$ cat config.mk
export PLATFORM = sky130hd
export DESIGN_NAME = spi_flash_engine
export DESIGN_NICKNAME = d
export VERILOG_FILES = /design/src/rtl/spi_fe_pkg.sv /design/src/rtl/spi_fe_clkdiv.sv /design/src/rtl/spi_fe_txmux.sv /design/src/rtl/spi_flash_engine.sv
export SDC_FILE = /design/constraint.sdc
export NUM_CORES = 1
export LEC_CHECK = 0
export ABC_AREA = 0
export BUFFER_PORTS_ARGS = -buffer_cell sky130_fd_sc_hd__buf_2
export CAP_MARGIN = 10
export CORE_ASPECT_RATIO = 1.75
export CORE_MARGIN = 3
export CORE_UTILIZATION = 45
export DETAILED_ROUTE_END_ITERATION = 7
export HOLD_SLACK_MARGIN = 0.02
export PLACE_DENSITY = 0.68
export SYNTH_ARGS = -nofsm -noshare
export SYNTH_HDL_FRONTEND = slang
export SYNTH_SLANG_ARGS = --single-unit
export TNS_END_PERCENT = 1
$ cat constraint.sdc
create_clock -name clk -period 3.1 [get_ports clk]
set_input_delay 0.62 -clock clk [delete_from_list [all_inputs] [get_ports clk]]
set_output_delay 0.62 -clock clk [all_outputs]
set_load 0.1 [all_outputs]
$ cat src/rtl/spi_fe_pkg.sv
package spi_fe_pkg;
    localparam int CMD_W      = 32;
    localparam int DATA_W     = 32;
    localparam int ADDR_BYTES = 3;
    localparam int DATA_BYTES = DATA_W / 8;
    localparam int MAX_TX     = 1 + ADDR_BYTES + DATA_BYTES;
    localparam int MAX_RX     = DATA_BYTES;
    localparam int IDX_W      = $clog2(MAX_TX + MAX_RX);
    localparam int RXI_W      = $clog2(MAX_RX);
    localparam int TXF_W      = 4;
    localparam int RXF_W      = 4;
    localparam int START_BIT  = TXF_W + RXF_W;

    typedef enum logic [1:0] {
        SEL_CMD  = 2'd0,
        SEL_DATA = 2'd1,
        SEL_CTRL = 2'd2
    } reg_sel_e;

    typedef enum logic [1:0] {
        ST_IDLE,
        ST_LOW,
        ST_HIGH,
        ST_GAP
    } fe_state_e;
endpackage

$ cat src/rtl/spi_fe_clkdiv.sv
module spi_fe_clkdiv #(
    parameter int DIV_HALF = 2
) (
    input  logic clk,
    input  logic rst_n,
    input  logic en,
    output logic tick
);
    localparam int CW = (DIV_HALF > 1) ? $clog2(DIV_HALF) : 1;
    localparam logic [CW-1:0] LAST = CW'(DIV_HALF - 1);

    logic [CW-1:0] cnt_d, cnt_q;

    always_comb begin
        tick  = en && (cnt_q == LAST);
        cnt_d = cnt_q;
        if (!en || tick) cnt_d = '0;
        else             cnt_d = cnt_q + 1'b1;
    end

    always_ff @(posedge clk or negedge rst_n) begin
        if (!rst_n) cnt_q <= '0;
        else        cnt_q <= cnt_d;
    end
endmodule

$ cat src/rtl/spi_fe_txmux.sv
module spi_fe_txmux
    import spi_fe_pkg::*;
(
    input  logic [CMD_W-1:0]  cmd,
    input  logic [DATA_W-1:0] data,
    input  logic [IDX_W-1:0]  idx,
    output logic [7:0]        tx_byte
);
    always_comb begin
        tx_byte = '0;
        if (idx == '0) tx_byte = cmd[7:0];
        for (int a = 1; a <= ADDR_BYTES; a++) begin
            if (idx == IDX_W'(a)) tx_byte = cmd[(ADDR_BYTES + 1 - a) * 8 +: 8];
        end
        for (int d = 0; d < DATA_BYTES; d++) begin
            if (idx == IDX_W'(1 + ADDR_BYTES + d)) tx_byte = data[d * 8 +: 8];
        end
    end
endmodule

$ cat src/rtl/spi_flash_engine.sv
module spi_flash_engine
    import spi_fe_pkg::*;
#(
    parameter int DIV_HALF = 2
) (
    input  logic        clk,
    input  logic        rst_n,
    input  logic        reg_we,
    input  logic [1:0]  reg_sel,
    input  logic [31:0] reg_wdata,
    output logic [31:0] data_o,
    output logic        busy_o,
    output logic        done_o,
    output logic        spi_sck,
    output logic        spi_cs_n,
    output logic        spi_mosi,
    input  logic        spi_miso
);
    localparam logic [IDX_W-1:0] MAX_TX_C = IDX_W'(MAX_TX);
    localparam logic [IDX_W-1:0] MAX_RX_C = IDX_W'(MAX_RX);

    typedef struct packed {
        fe_state_e          st;
        logic               sck;
        logic               cs_n;
        logic               done;
        logic               gap;
        logic [2:0]         bit_cnt;
        logic [IDX_W-1:0]   idx;
        logic [IDX_W-1:0]   tx_n;
        logic [IDX_W-1:0]   nb;
        logic [CMD_W-1:0]   cmd;
        logic [DATA_W-1:0]  data;
        logic [7:0]         rx_sh;
    } fe_regs_t;

    fe_regs_t r_d, r_q;
    logic tick;
    logic [7:0] tx_byte;
    logic [IDX_W-1:0] tx_c, rx_c, rx_j;

    spi_fe_clkdiv #(.DIV_HALF(DIV_HALF)) u_div (
        .clk  (clk),
        .rst_n(rst_n),
        .en   (r_q.st != ST_IDLE),
        .tick (tick)
    );

    spi_fe_txmux u_mux (
        .cmd    (r_q.cmd),
        .data   (r_q.data),
        .idx    (r_q.idx),
        .tx_byte(tx_byte)
    );

    always_comb begin
        r_d      = r_q;
        r_d.done = 1'b0;
        tx_c = IDX_W'(reg_wdata[TXF_W-1:0]);
        rx_c = IDX_W'(reg_wdata[TXF_W +: RXF_W]);
        if (tx_c > MAX_TX_C) tx_c = MAX_TX_C;
        if (rx_c > MAX_RX_C) rx_c = MAX_RX_C;
        rx_j = r_q.idx - r_q.tx_n;

        unique case (r_q.st)
            ST_IDLE: begin
                if (reg_we) begin
                    case (reg_sel)
                        SEL_CMD:  r_d.cmd  = reg_wdata;
                        SEL_DATA: r_d.data = reg_wdata;
                        SEL_CTRL: begin
                            if (reg_wdata[START_BIT] && (tx_c + rx_c) != '0) begin
                                r_d.st      = ST_LOW;
                                r_d.cs_n    = 1'b0;
                                r_d.bit_cnt = '0;
                                r_d.idx     = '0;
                                r_d.tx_n    = tx_c;
                                r_d.nb      = tx_c + rx_c;
                            end
                        end
                        default: ;
                    endcase
                end
            end
            ST_LOW: begin
                if (tick) begin
                    r_d.sck   = 1'b1;
                    r_d.rx_sh = {r_q.rx_sh[6:0], spi_miso};
                    r_d.st    = ST_HIGH;
                end
            end
            ST_HIGH: begin
                if (tick) begin
                    r_d.sck     = 1'b0;
                    r_d.bit_cnt = r_q.bit_cnt + 3'd1;
                    r_d.st      = ST_LOW;
                    if (r_q.bit_cnt == 3'd7) begin
                        if (r_q.idx >= r_q.tx_n)
                            r_d.data[rx_j[RXI_W-1:0] * 8 +: 8] = r_q.rx_sh;
                        if (r_q.idx == r_q.nb - 1'b1) begin
                            r_d.cs_n = 1'b1;
                            r_d.gap  = 1'b0;
                            r_d.st   = ST_GAP;
                        end else begin
                            r_d.idx = r_q.idx + 1'b1;
                        end
                    end
                end
            end
            ST_GAP: begin
                if (tick) begin
                    if (r_q.gap) begin
                        r_d.st   = ST_IDLE;
                        r_d.done = 1'b1;
                    end else begin
                        r_d.gap = 1'b1;
                    end
                end
            end
            default: r_d.st = ST_IDLE;
        endcase
    end

    always_ff @(posedge clk or negedge rst_n) begin
        if (!rst_n) begin
            r_q      <= '0;
            r_q.st   <= ST_IDLE;
            r_q.cs_n <= 1'b1;
        end else begin
            r_q <= r_d;
        end
    end

    assign data_o   = r_q.data;
    assign busy_o   = (r_q.st != ST_IDLE);
    assign done_o   = r_q.done;
    assign spi_sck  = r_q.sck;
    assign spi_cs_n = r_q.cs_n;
    assign spi_mosi = !r_q.cs_n && (r_q.idx < r_q.tx_n) && tx_byte[3'd7 - r_q.bit_cnt];
endmodule


==> results of run 1 <==
## how the worst min path moves through the flow
stage / start / cells past startpoint / endpoint / slack [ns]
floorplan: rst_n / 0 / data_o[0]$_DFFE_PN0P_ / 0.32
CTS: rst_n / 1 / r_q[87]$_DFFE_PN0P_ / 0.27
finish: rst_n / 1 / r_q[87]$_DFFE_PN0P_ / 0.24
global route: rst_n / 1 / r_q[87]$_DFFE_PN0P_ / 0.28
detailed placement: r_q[77]$_DFFE_PN0P_ / 1 / r_q[77]$_DFFE_PN0P_ / 0.48
global placement: r_q[48]$_DFFE_PN0P_ / 1 / r_q[48]$_DFFE_PN0P_ / 0.47
## Yosys cell counts (3+ instances only)
cell	instances	area share, %
clkbuf_1	16	1.1
buf_2	7	0.64
xor2_1	3	0.48
a22o_1	33	5.3
a22oi_1	3	0.41
o21ai_1	5	0.46
o22ai_1	9	1.0
nand4_1	4	0.46
nor2b_1	6	0.69
nor3_1	7	0.64
or4_1	3	0.41
mux2_2	57	12
nor4_1	3	0.34
nand3_1	10	0.92
o21ai_0	13	1.2
a21oi_1	15	1.4
o31ai_1	4	0.55
nor4b_1	4	0.64
xnor2_1	4	0.64
nor2_1	16	1.1
a31oi_1	4	0.46
and2_1	3	0.34
nand2_1	25	1.7
ha_1	18	4.1
inv_1	16	1.1
dfrtp_1	93	43
nand2b_1	5	0.57
a211oi_1	3	0.41
a221oi_1	12	1.9
mux2_1	22	4.6
buf_4	32	4.4
## layout make-up
class | count | share of cell area [%]
Clock buffer | 9 | 3.514
Sequential cell | 94 | 36.74
Tap cell | 135 | 2.636
Timing Repair Buffer | 116 | 11.17
Multi-Input combinational cell | 327 | 43.83
Inverter | 19 | 1.132
Clock inverter | 7 | 0.9762
## sequential cells by signal, summed over array words and instances (netlist names)
| register | cells |
|---|---|
| data_o | 32 |
| done_o | 1 |
| spi_cs_n | 1 |
| u_div.cnt_q | 1 |
| spi_sck | 1 |
| r_q | 58 |
## kinds of logic (layout without fill, tap and decap cells)
| family | Yosys count | after routing | share of synthesized area [%] |
|---|---|---|---|
| xor+xnor | 7 | 7 | 1.126 |
| compound gates | 121 | 121 | 16.82 |
| simple gates | 99 | 99 | 9.883 |
| buf+inv | 75 | 151 | 7.538 |
| mux | 80 | 80 | 16.53 |
| fa+ha+maj | 20 | 20 | 4.873 |
| flops | 94 | 94 | 43.23 |
## per-stage QoR
stage | std cells | hold slack (ns)
global placement | 687 | 0.4701
global route | 707 | 0.2824
finish | 707 | 0.2432
floorplan | 496 | 0.3244
detailed placement | 687 | 0.4819
CTS | 704 | 0.2676
## per-layer routing
metal  track usage, %  vias to the layer above  share of wire (%)
li1                 -                     1963                  -
met2            43.76                      128                 55
met4            12.52                        0                4.8
met5                0                        -                  0
met1            27.69                     2192                 37
met3            3.571                       36                3.6
## critical path: cells and delay by family, from the launching register on
family | cells | cell delay (ns)
fa+ha+maj | 1 | 0.22
compound gates | 3 | 0.57
buf+inv | 4 | 0.57
simple gates | 3 | 0.51
flops | 1 | 0.42
## cells in the final DEF, fill, tap and decap left out, types with 6 or more instances in the layout
master,instances
mux2_2,57
buf_2,72
clkbuf_16,9
a21oi_1,15
inv_1,15
buf_4,42
a221oi_1,8
nand2_1,25
dfrtp_1,92
o21ai_0,12
mux2_1,22
nor2_1,16
o22ai_1,9
nand3_1,10
nor3_1,6
ha_1,15
a22o_1,33
o21ai_1,6
## repair_timing
action / CTS / global route
pin swaps: 3 / 7
setup buffers: 1 / 3
hold endpoints to repair: 0 / 0
setup endpoints to repair: 1 / 2
resized for setup: 9 / 12
## power by group through the flow
| stage | logic, mW | registers [mW] | clock network, mW |
|---|---|---|---|
| global placement | 3.96 | 2.40 | 0 |
| finish | 4.20 | 2.42 | 1.09 |
| global route | 4.45 | 2.46 | 1.15 |
| floorplan | 3.52 | 2.10 | 0 |
| CTS | 4.11 | 2.40 | 1.11 |
| detailed placement | 4.06 | 2.42 | 0 |
==> out/results.txt, run 1 <==
status: finished with violations
failing checks: setup timing
final hold vios: 0
chip height: 151.5 microns
GR Util All Layers: 24.56%
worst-path cell chain: inv_2 -> ha_1 -> nor2b_2 -> buf_4 -> buf_4 -> a221oi_4 -> nor3_2 -> nor4b_2 -> a221oi_2 -> o22a_4 -> buf_12
register area: 0.002355 sq mm
Critical Path RT: 2.48 ns
first-pass GRT wire length: 24.34 mm
main flop type after synthesis: dfrtp_1
Worst Max-Slew Pin Slew: 0.7378 ns
final net count: 625
max-cap viol count: 0
CP arrival: 2.66 ns
syn nets: 554
io pins: 75
clock share of power: 14.2%
row cnt: 52
pre-CTS setup slack: -0.2539 ns
Final Setup Violations: 1
sw frac: 52.46%
FMAX: 0.3048 GHz
Core Footprint: 0.01171 sq mm
synthesis-stage register bit count: 94
Starting Density: 46.49%
Critical Path Slowest Stage Cell: dfrtp_1
wire per inst: 22.56 microns
Crit Path Max Fanout: 7
Clock Latency Late Sink: 0.36 ns
Root Driver: clkbuf_16
vias in the first global route: 4434
clk buf depth: 2
Cell Area, Placed: 0.006003 sq mm
Port Buffers: 74
worst r2r src: r_q[80]$_DFFE_PN0P_
most frequent CP cell: buf_4
clock sink count: 94
CTS Buf Count: 9
area growth from synthesis to layout: 17.72%
chip width: 89.15 microns
crit start category: register
Pint: 3.663 mW
DRT Pass-1 Iters: 4
number of vias after detailed routing: 4319
Critical Path End: spi_mosi
pin count of the biggest net entering global routing: 56
Gate power share: 54.4%
Worst R2R End: data_o[6]$_DFFE_PN0P_
class of the worst hold path: in -> async
RSZ-0062 raised after global routing: yes
total power: 7.706 mW
Psw: 4.042 mW
HPWL after DPL: 12.22 mm
fin crit share: 105.8%
CTS Hold Buffers Added: 0
Mapped Cells: 496
Seq/Total Area, Yosys: 43.23%
Power Density: 1202 mW/mm^2
CP max stage delay: 0.42 ns
synth unique cells: 64
Slew Limit Fails: 0
setup slack after layout: -0.1805 ns
Tmin final: 3.281 ns
routed wire length: 15.95 mm
Setup crit end kind: output pin
worst setup path category: reg -> out
Warnings, synthesis: 0
global route total overflow: 0
CTS tree: yes
CP startpoint: r_q[80]$_DFFE_PN0P_
Rel. slew slack: 50.48%
Avg Cell Area, Syn: 10.98 sq um
filler cell count in the final layout: 1071
clk slew on worst S/H paths: 0.07 ns
layout cells sized above 1: 38.64%
Peak supply drop: 0.7574 mV
initial antenna violation count: 0
area of the multi-input gates: 0.002809 sq mm
drt via density: 6.109
Post-synth ARST share: 100.0%
final core utilization: 54.72%
die footprint: 0.01351 sq mm
R2R setup slack: 0.34 ns
DRT iter0 DRCs: 291
Antenna Nets Post-Route: 0
GPL Wtd Cong: 0.9772
# diodes: 0
R2R depth: 8
Sequential Power Share: 31.4%
Post-synth EDFFs: 0
Mapped Area: 0.005444 sq mm
H-tree levels: 3
Max Clock Skew: 0.009006 ns
fin area: 0.006409 sq mm
Lkg Pwr: 2.977 nW
setup TNS: -0.1805 ns
DRC viols: 0
(Power assumes the default switching activity.)
==> run 2, diff against run 1 <==
--- a/config.mk
+++ b/config.mk
@@ -8,7 +8,7 @@
 export ABC_AREA = 0
 export BUFFER_PORTS_ARGS = -buffer_cell sky130_fd_sc_hd__buf_2
 export CAP_MARGIN = 10
-export CORE_ASPECT_RATIO = 1.75
+export CORE_ASPECT_RATIO = 2
 export CORE_MARGIN = 3
 export CORE_UTILIZATION = 45
 export DETAILED_ROUTE_END_ITERATION = 7
==> run 2 against run 1 <==
Net effect:
- the run still ends with setup timing left
- via count up 0.25%
- utilization up 0.91 points
- global-route usage increased by 0.76 points
- largest cell class unchanged
==> out/results.txt, run 2 (synthesis results as in run 1) <==
RSZ-0062 raised after global routing: yes
io pins: 75 (unchanged)
cell family with most CP delay: compound AO/OA/AOI/OAI gates
Max Clock Skew: 0.006336 ns (-0.002670 ns)
commonest non-fill, non-tap cell in the layout: dfrtp_1
class of the worst hold path: in -> async
area growth from synthesis to layout: 20.29%
final net count: 630 (+0.80%)
Root Driver: clkbuf_16
vias in the first global route: 4751 (+7.1%)
die footprint: 0.01353 sq mm (+0.21%)
Rel. slew slack: 50.83% (+0.34 points)
DRT iter0 DRCs: 301 (+3.4%)
total power: 7.957 mW (+3.3%)
Core Footprint: 0.01177 sq mm (+0.51%)
HPWL after DPL: 12.85 mm (+5.1%)
M1 wire length: 5.782 mm (-2.0%)
CP startpoint: r_q[80]$_DFFE_PN0P_
Power Density: 1215 mW/mm^2 (+1.1%)
CP arrival: 2.75 ns (+0.09 ns)
setup TNS: -0.2709 ns (-0.09040 ns)
worst-path cell chain: inv_2 -> buf_6 -> ha_4 -> inv_2 -> fa_2 -> a21o_1 -> a211oi_2 -> buf_4 -> nand4_1 -> a211oi_2 -> o22a_4 -> buf_12
Lkg Pwr: 3.012 nW (+1.2%)
R2R depth: 10 (+2)
chip width: 83.78 microns (-6.0%)
chip height: 161.6 microns (+6.6%)
number of vias after detailed routing: 4330 (+0.25%)
met3 wire length: 601 microns (+4.2%)
DRC viols: 0 (unchanged)
Critical Path End: spi_mosi
Tmin final: 3.371 ns (+0.09040 ns)
GR Util All Layers: 25.33% (+0.76 points)
drt via density: 5.997 (-1.8%)
row cnt: 56 (+7.7%)
clk slew on worst S/H paths: 0.07 ns (about the same)
Worst R2R End: data_o[2]$_DFFE_PN0P_
H-tree levels: 3 (unchanged)
Critical Path Slowest Stage Cell: dfrtp_1
# diodes: 0 (unchanged)
global route total overflow: 0 (unchanged)
routed wire length: 16.66 mm (+4.4%)
CTS Hold Buffers Added: 0 (unchanged)
Slew Limit Fails: 0 (unchanged)
max reg flops: 58 (unchanged)
fin crit share: 108.7% (+2.9 points)
CP max stage delay: 0.43 ns (about the same)
FMAX: 0.2967 GHz (-2.7%)
Starting Density: 46.25% (-0.24 points)
final hold vios: 0 (unchanged)
GPL Wtd Cong: 0.9496 (-2.8%)
failing checks: setup timing
Peak supply drop: 0.7438 mV (-1.8%)
CTS Buf Count: 9 (unchanged)
Port Buffers: 74 (unchanged)
WL met2: 9.160 mm (+5.3%)
largest reg by FF count: r_q
Critical Path RT: 2.48 ns (about the same)
WP buf/inv: 5 (+1)
R2R setup slack: 0.21 ns (-0.13 ns)
setup slack after layout: -0.2709 ns (-0.09040 ns)
initial antenna violation count: 0 (unchanged)
Worst Max-Slew Pin Slew: 0.7327 ns (-0.005110 ns)
Antenna Nets Post-Route: 0 (unchanged)
Setup crit end kind: output pin
Crit Path Max Fanout: 4 (-3)
CTS tree: yes
most frequent cells in the layout: dfrtp_1, buf_2, mux2_2
Highest Signal Layer: met4
Worst path depth: 12 (+1)
pin count of the biggest net entering global routing: 54 (-3.6%)
first-pass GRT wire length: 26.32 mm (+8.2%)
max-cap viol count: 0 (unchanged)
DRT Pass-1 Iters: 5 (+1)
clock sink count: 94 (unchanged)
worst r2r src: r_q[80]$_DFFE_PN0P_
crit start category: register
clk buf depth: 2 (unchanged)
status: finished with violations
wire per inst: 23.07 microns (+2.2%)
worst setup path category: reg -> out
Clock Latency Late Sink: 0.35 ns (about the same)
layout cells sized above 1: 40.38% (+1.7 points)
Final Setup Violations: 1 (unchanged)
run 2: cell count changes in the layout (fill, tap and decap cells not counted), moves of 2 or more:
cell	change
a221oi_2	+2
buf_6	+5
ha_1	-3
ha_4	+4
nor4b_2	-2
run 2: worst min path at each step:
stage,slack (ns),end,cells past startpoint
floorplan,0.32,data_o[0]$_DFFE_PN0P_,0
global placement,0.47,r_q[48]$_DFFE_PN0P_,1
detailed placement,0.48,r_q[51]$_DFFE_PN0P_,1
CTS,0.28,r_q[87]$_DFFE_PN0P_,1
global route,0.31,r_q[87]$_DFFE_PN0P_,1
finish,0.25,r_q[87]$_DFFE_PN0P_,1
run 2: final cells by class:
cell class | count | area, sq um
clock inverter | 6 | 53.80
clock buffer | 10 | 229.0
tap | 145 | 181.4
sequential | 94 | 2355
inverter | 19 | 72.57
timing repair buffer | 121 | 772.0
fill | 1075 | 5223
multi-input combinational | 327 | 2885
run 2: worst register-to-register path, cell delays in order, from the launching register on:
cell and delay, ns:
dfrtp_1 0.43, inv_2 0.08, buf_6 0.10, ha_4 0.12, inv_2 0.04, fa_2 0.55
inv_1 0.07, ha_1 0.23, buf_4 0.17, o21ai_1 0.59, mux2_2 0.42
run 2: power breakdown:
| part | switching [mW] | leakage (nW) | internal, mW |
|---|---|---|---|
| sequential | 0.699 | 1.18 | 1.77 |
| clock | 0.516 | 0.136 | 0.561 |
| combinational | 2.93 | 1.69 | 1.49 |
| total | 4.14 | 3.01 | 3.82 |
run 2: what timing repair did:
| item | CTS | global route |
|---|---|---|
| endpoints found under the setup margin | 1 | 14 |
| pin swaps | 12 | 10 |
| buffers inserted | 4 | 2 |
| gates resized for setup | 31 | 10 |
run 2: stage by stage:
| stage | setup slack (ns) | hold slack, ns | instances | cell area, sq um | util [%] |
|---|---|---|---|---|---|
| floorplan | -0.007909 | 0.3244 | 496 | 5479 | - |
| global placement | -0.1793 | 0.4687 | 702 | 6053 | 51.42 |
| detailed placement | -0.3083 | 0.4837 | 702 | 6053 | 51.42 |
| CTS | -0.1933 | 0.2828 | 721 | 6482 | 55.07 |
| global route | -0.3491 | 0.3082 | 722 | 6549 | 55.63 |
| finish | -0.2709 | 0.2545 | 722 | 6549 | 55.63 |
run 2: per-layer routing:
metal  vias up  global-route usage, %
met2       119                  46.27
met4         0                  15.37
met3        48                  3.931
met5         -                      0
met1      2196                  26.80
li1       1967                      -
==> run 3, diff against run 2 <==
==> constraint.sdc (replaced) <==
create_clock -name clk -period 3.1 [get_ports clk]
set_input_delay 0.775 -clock clk [delete_from_list [all_inputs] [get_ports clk]]
set_output_delay 0.775 -clock clk [all_outputs]
set_load 0.1 [all_outputs]
==> run 3 against run 2 <==
Net effect:
- the flow still finishes with violations (setup timing)
- wire length increased by 4.0%
- first-iteration DRC count decreased by 1.7%
- register-to-register slack about the same
- sequential cell count unchanged
- power increased by 1.4%
- critical path depth decreased by 1
==> out/results.txt, run 3 (synthesis results as in run 1) <==
largest reg by FF count: r_q
area growth from synthesis to layout: 22.57%
worst setup path category: reg -> out
final net count: 648 (+2.9%)
fin crit share: 110.4% (+1.6 points)
failing checks: setup timing
Inst Count DP: 720 (+2.6%)
worst-path cell chain: buf_6 -> ha_4 -> nor2b_4 -> buf_4 -> a221oi_1 -> buf_4 -> nor3_1 -> a21oi_1 -> nor4b_2 -> o22a_4 -> buf_12
CTS Buf Count: 9 (unchanged)
sw frac: 51.99% (-0.059 points)
number of vias after detailed routing: 4521 (+4.4%)
first-pass GRT wire length: 27.07 mm (+2.8%)
clk buf depth: 2 (unchanged)
CTS Hold Buffers Added: 0 (unchanged)
final non-filler cell total: 740 (+2.5%)
Worst Max-Slew Pin Slew: 0.9458 ns (+0.2131 ns)
Setup crit end kind: output pin
Crit Path Max Fanout: 5 (+1)
HPWL after DPL: 13.10 mm (+1.9%)
Max Clock Skew: 0.009430 ns (+0.003094 ns)
clock share of power: 13.6% (about the same)
class of the worst hold path: in -> async
Final Setup Violations: 1 (unchanged)
chip width: 83.78 microns (unchanged)
DRT iter0 DRCs: 296 (-1.7%)
global route total overflow: 0 (unchanged)
Critical Path Slowest Stage Cell: dfrtp_2
chip height: 161.6 microns (unchanged)
max reg flops: 58 (unchanged)
DRC viols: 0 (unchanged)
Sequential Power Share: 30.1% (-0.9 points)
row cnt: 56 (unchanged)
worst hold slack: 0.4183 ns (+0.1638 ns)
wire per inst: 23.40 microns (+1.4%)
Cell Area, Placed: 0.006205 sq mm (+2.5%)
Lkg Pwr: 3.125 nW (+3.8%)
Critical Path RT: 2.32 ns (-0.16 ns)
most frequent cells in the layout: dfrtp_1, buf_2, buf_4
FMAX: 0.2922 GHz (-1.5%)
most frequent CP cell: buf_4
final core utilization: 56.69% (+1.1 points)
cell family with most CP delay: buffers and inverters
vias in the first global route: 4962 (+4.4%)
layout cells sized above 1: 43.70% (+3.3 points)
RSZ-0062 raised after global routing: yes
clock sink count: 94 (unchanged)
filler cell count in the final layout: 1058 (-1.6%)
Slew Limit Fails: 0 (unchanged)
Tmin final: 3.422 ns (+0.05093 ns)
Core Footprint: 0.01177 sq mm (unchanged)
routed wire length: 17.32 mm (+4.0%)
H-tree levels: 3 (unchanged)
setup TNS: -0.3219 ns (-0.05093 ns)
fin area: 0.006673 sq mm (+1.9%)
clk slew on worst S/H paths: 0.07 ns (about the same)
CTS tree: yes
# diodes: 0 (unchanged)
Psw: 4.196 mW (+1.3%)
WP buf/inv: 4 (-1)
DRT Pass-1 Iters: 5 (unchanged)
GPL Wtd Cong: 0.9306 (-2.0%)
Port Buffers: 74 (unchanged)
crit start category: register
io pins: 75 (unchanged)
max-cap viol count: 0 (unchanged)
setup slack after layout: -0.3219 ns (-0.05093 ns)
status: finished with violations
commonest non-fill, non-tap cell in the layout: dfrtp_1
CP arrival: 2.65 ns (-0.10 ns)
die footprint: 0.01353 sq mm (unchanged)
final hold vios: 0 (unchanged)
Starting Density: 46.25% (unchanged)
Peak supply drop: 0.8458 mV (+14%)
Clock Latency Late Sink: 0.36 ns (about the same)
Antenna Nets Post-Route: 0 (unchanged)
GR Util All Layers: 26.29% (+0.96 points)
CP max stage delay: 0.45 ns (+0.02 ns)
Gate power share: 56.3% (+0.9 points)
Power Density: 1210 mW/mm^2 (-0.44%)
Pint: 3.876 mW (+1.6%)
Root Driver: clkbuf_16
pin count of the biggest net entering global routing: 48 (-11%)
drt via density: 6.109 (+1.9%)
initial antenna violation count: 0 (unchanged)
Rel. slew slack: 36.42% (-14 points)
[run 3: power groups by stage]
stage | clock, mW | sequential, mW | combinational [mW]
after floorplan | 0 | 2.10 | 3.57
after global placement | 0 | 2.39 | 4.21
after detailed placement | 0 | 2.41 | 4.30
after CTS | 1.12 | 2.41 | 4.54
after global routing | 1.17 | 2.48 | 4.79
final | 1.10 | 2.43 | 4.55
[run 3: timing repair]
item                                    in CTS  in global routing
pin swaps                                    9                  3
cloned                                       1                  0
gates resized for setup                     37                  3
endpoints found under the setup margin       6                 13
buffers inserted                             2                  1
[run 3: cell type report]
type,instances,area [sq um],share of cell area (%)
Timing Repair Buffer,139,890.9,13.35
Multi-Input combinational cell,327,2880,43.17
Inverter,19,75.07,1.125
Clock inverter,7,63.81,0.9563
Tap cell,145,181.4,2.719
Sequential cell,94,2356,35.31
Clock buffer,9,225.2,3.375
[run 3: per-layer routing]
layer / track usage, % / wire (microns) / vias up
met5: 0 / 0 / -
met4: 17.64 / 1287 / 0
met3: 3.880 / 728 / 72
met2: 48.91 / 9502 / 195
met1: 26.38 / 5800 / 2253
li1: - / - / 2001
[run 3: worst paths after layout]
path	start	end	slack, ns	depth (start not counted)
setup / recovery	r_q[80]$_DFFE_PN0P_	spi_mosi	-0.32	11
hold / removal	rst_n	r_q[72]$_DFFE_PN0P_	0.42	1
setup reg to reg	r_q[80]$_DFFE_PN0P_	data_o[25]$_DFFE_PN0P_	0.20	9
hold reg to reg	r_q[54]$_DFFE_PN0P_	r_q[54]$_DFFE_PN0P_	0.50	1
max in group asynchronous	rst_n	r_q[4]$_DFFE_PN0P_	1.88	2
min in group clk	r_q[54]$_DFFE_PN0P_	r_q[54]$_DFFE_PN0P_	0.50	1
[run 3: worst register-to-register path, cell delays in order (launching register included)]
cell and delay, ns:
dfrtp_2 0.45, inv_4 0.12, ha_4 0.14, inv_2 0.03
fa_2 0.56, inv_1 0.07, ha_1 0.24, nor4_2 0.83
a22o_1 0.27, mux2_2 0.15
[run 3: through the flow]
stage / setup slack, ns / total power, mW
floorplan: -0.1392 / 5.676
finish: -0.3219 / 8.072
CTS: -0.3033 / 8.066
detailed placement: -0.3896 / 6.708
global placement: -0.3307 / 6.595
global route: -0.4089 / 8.435
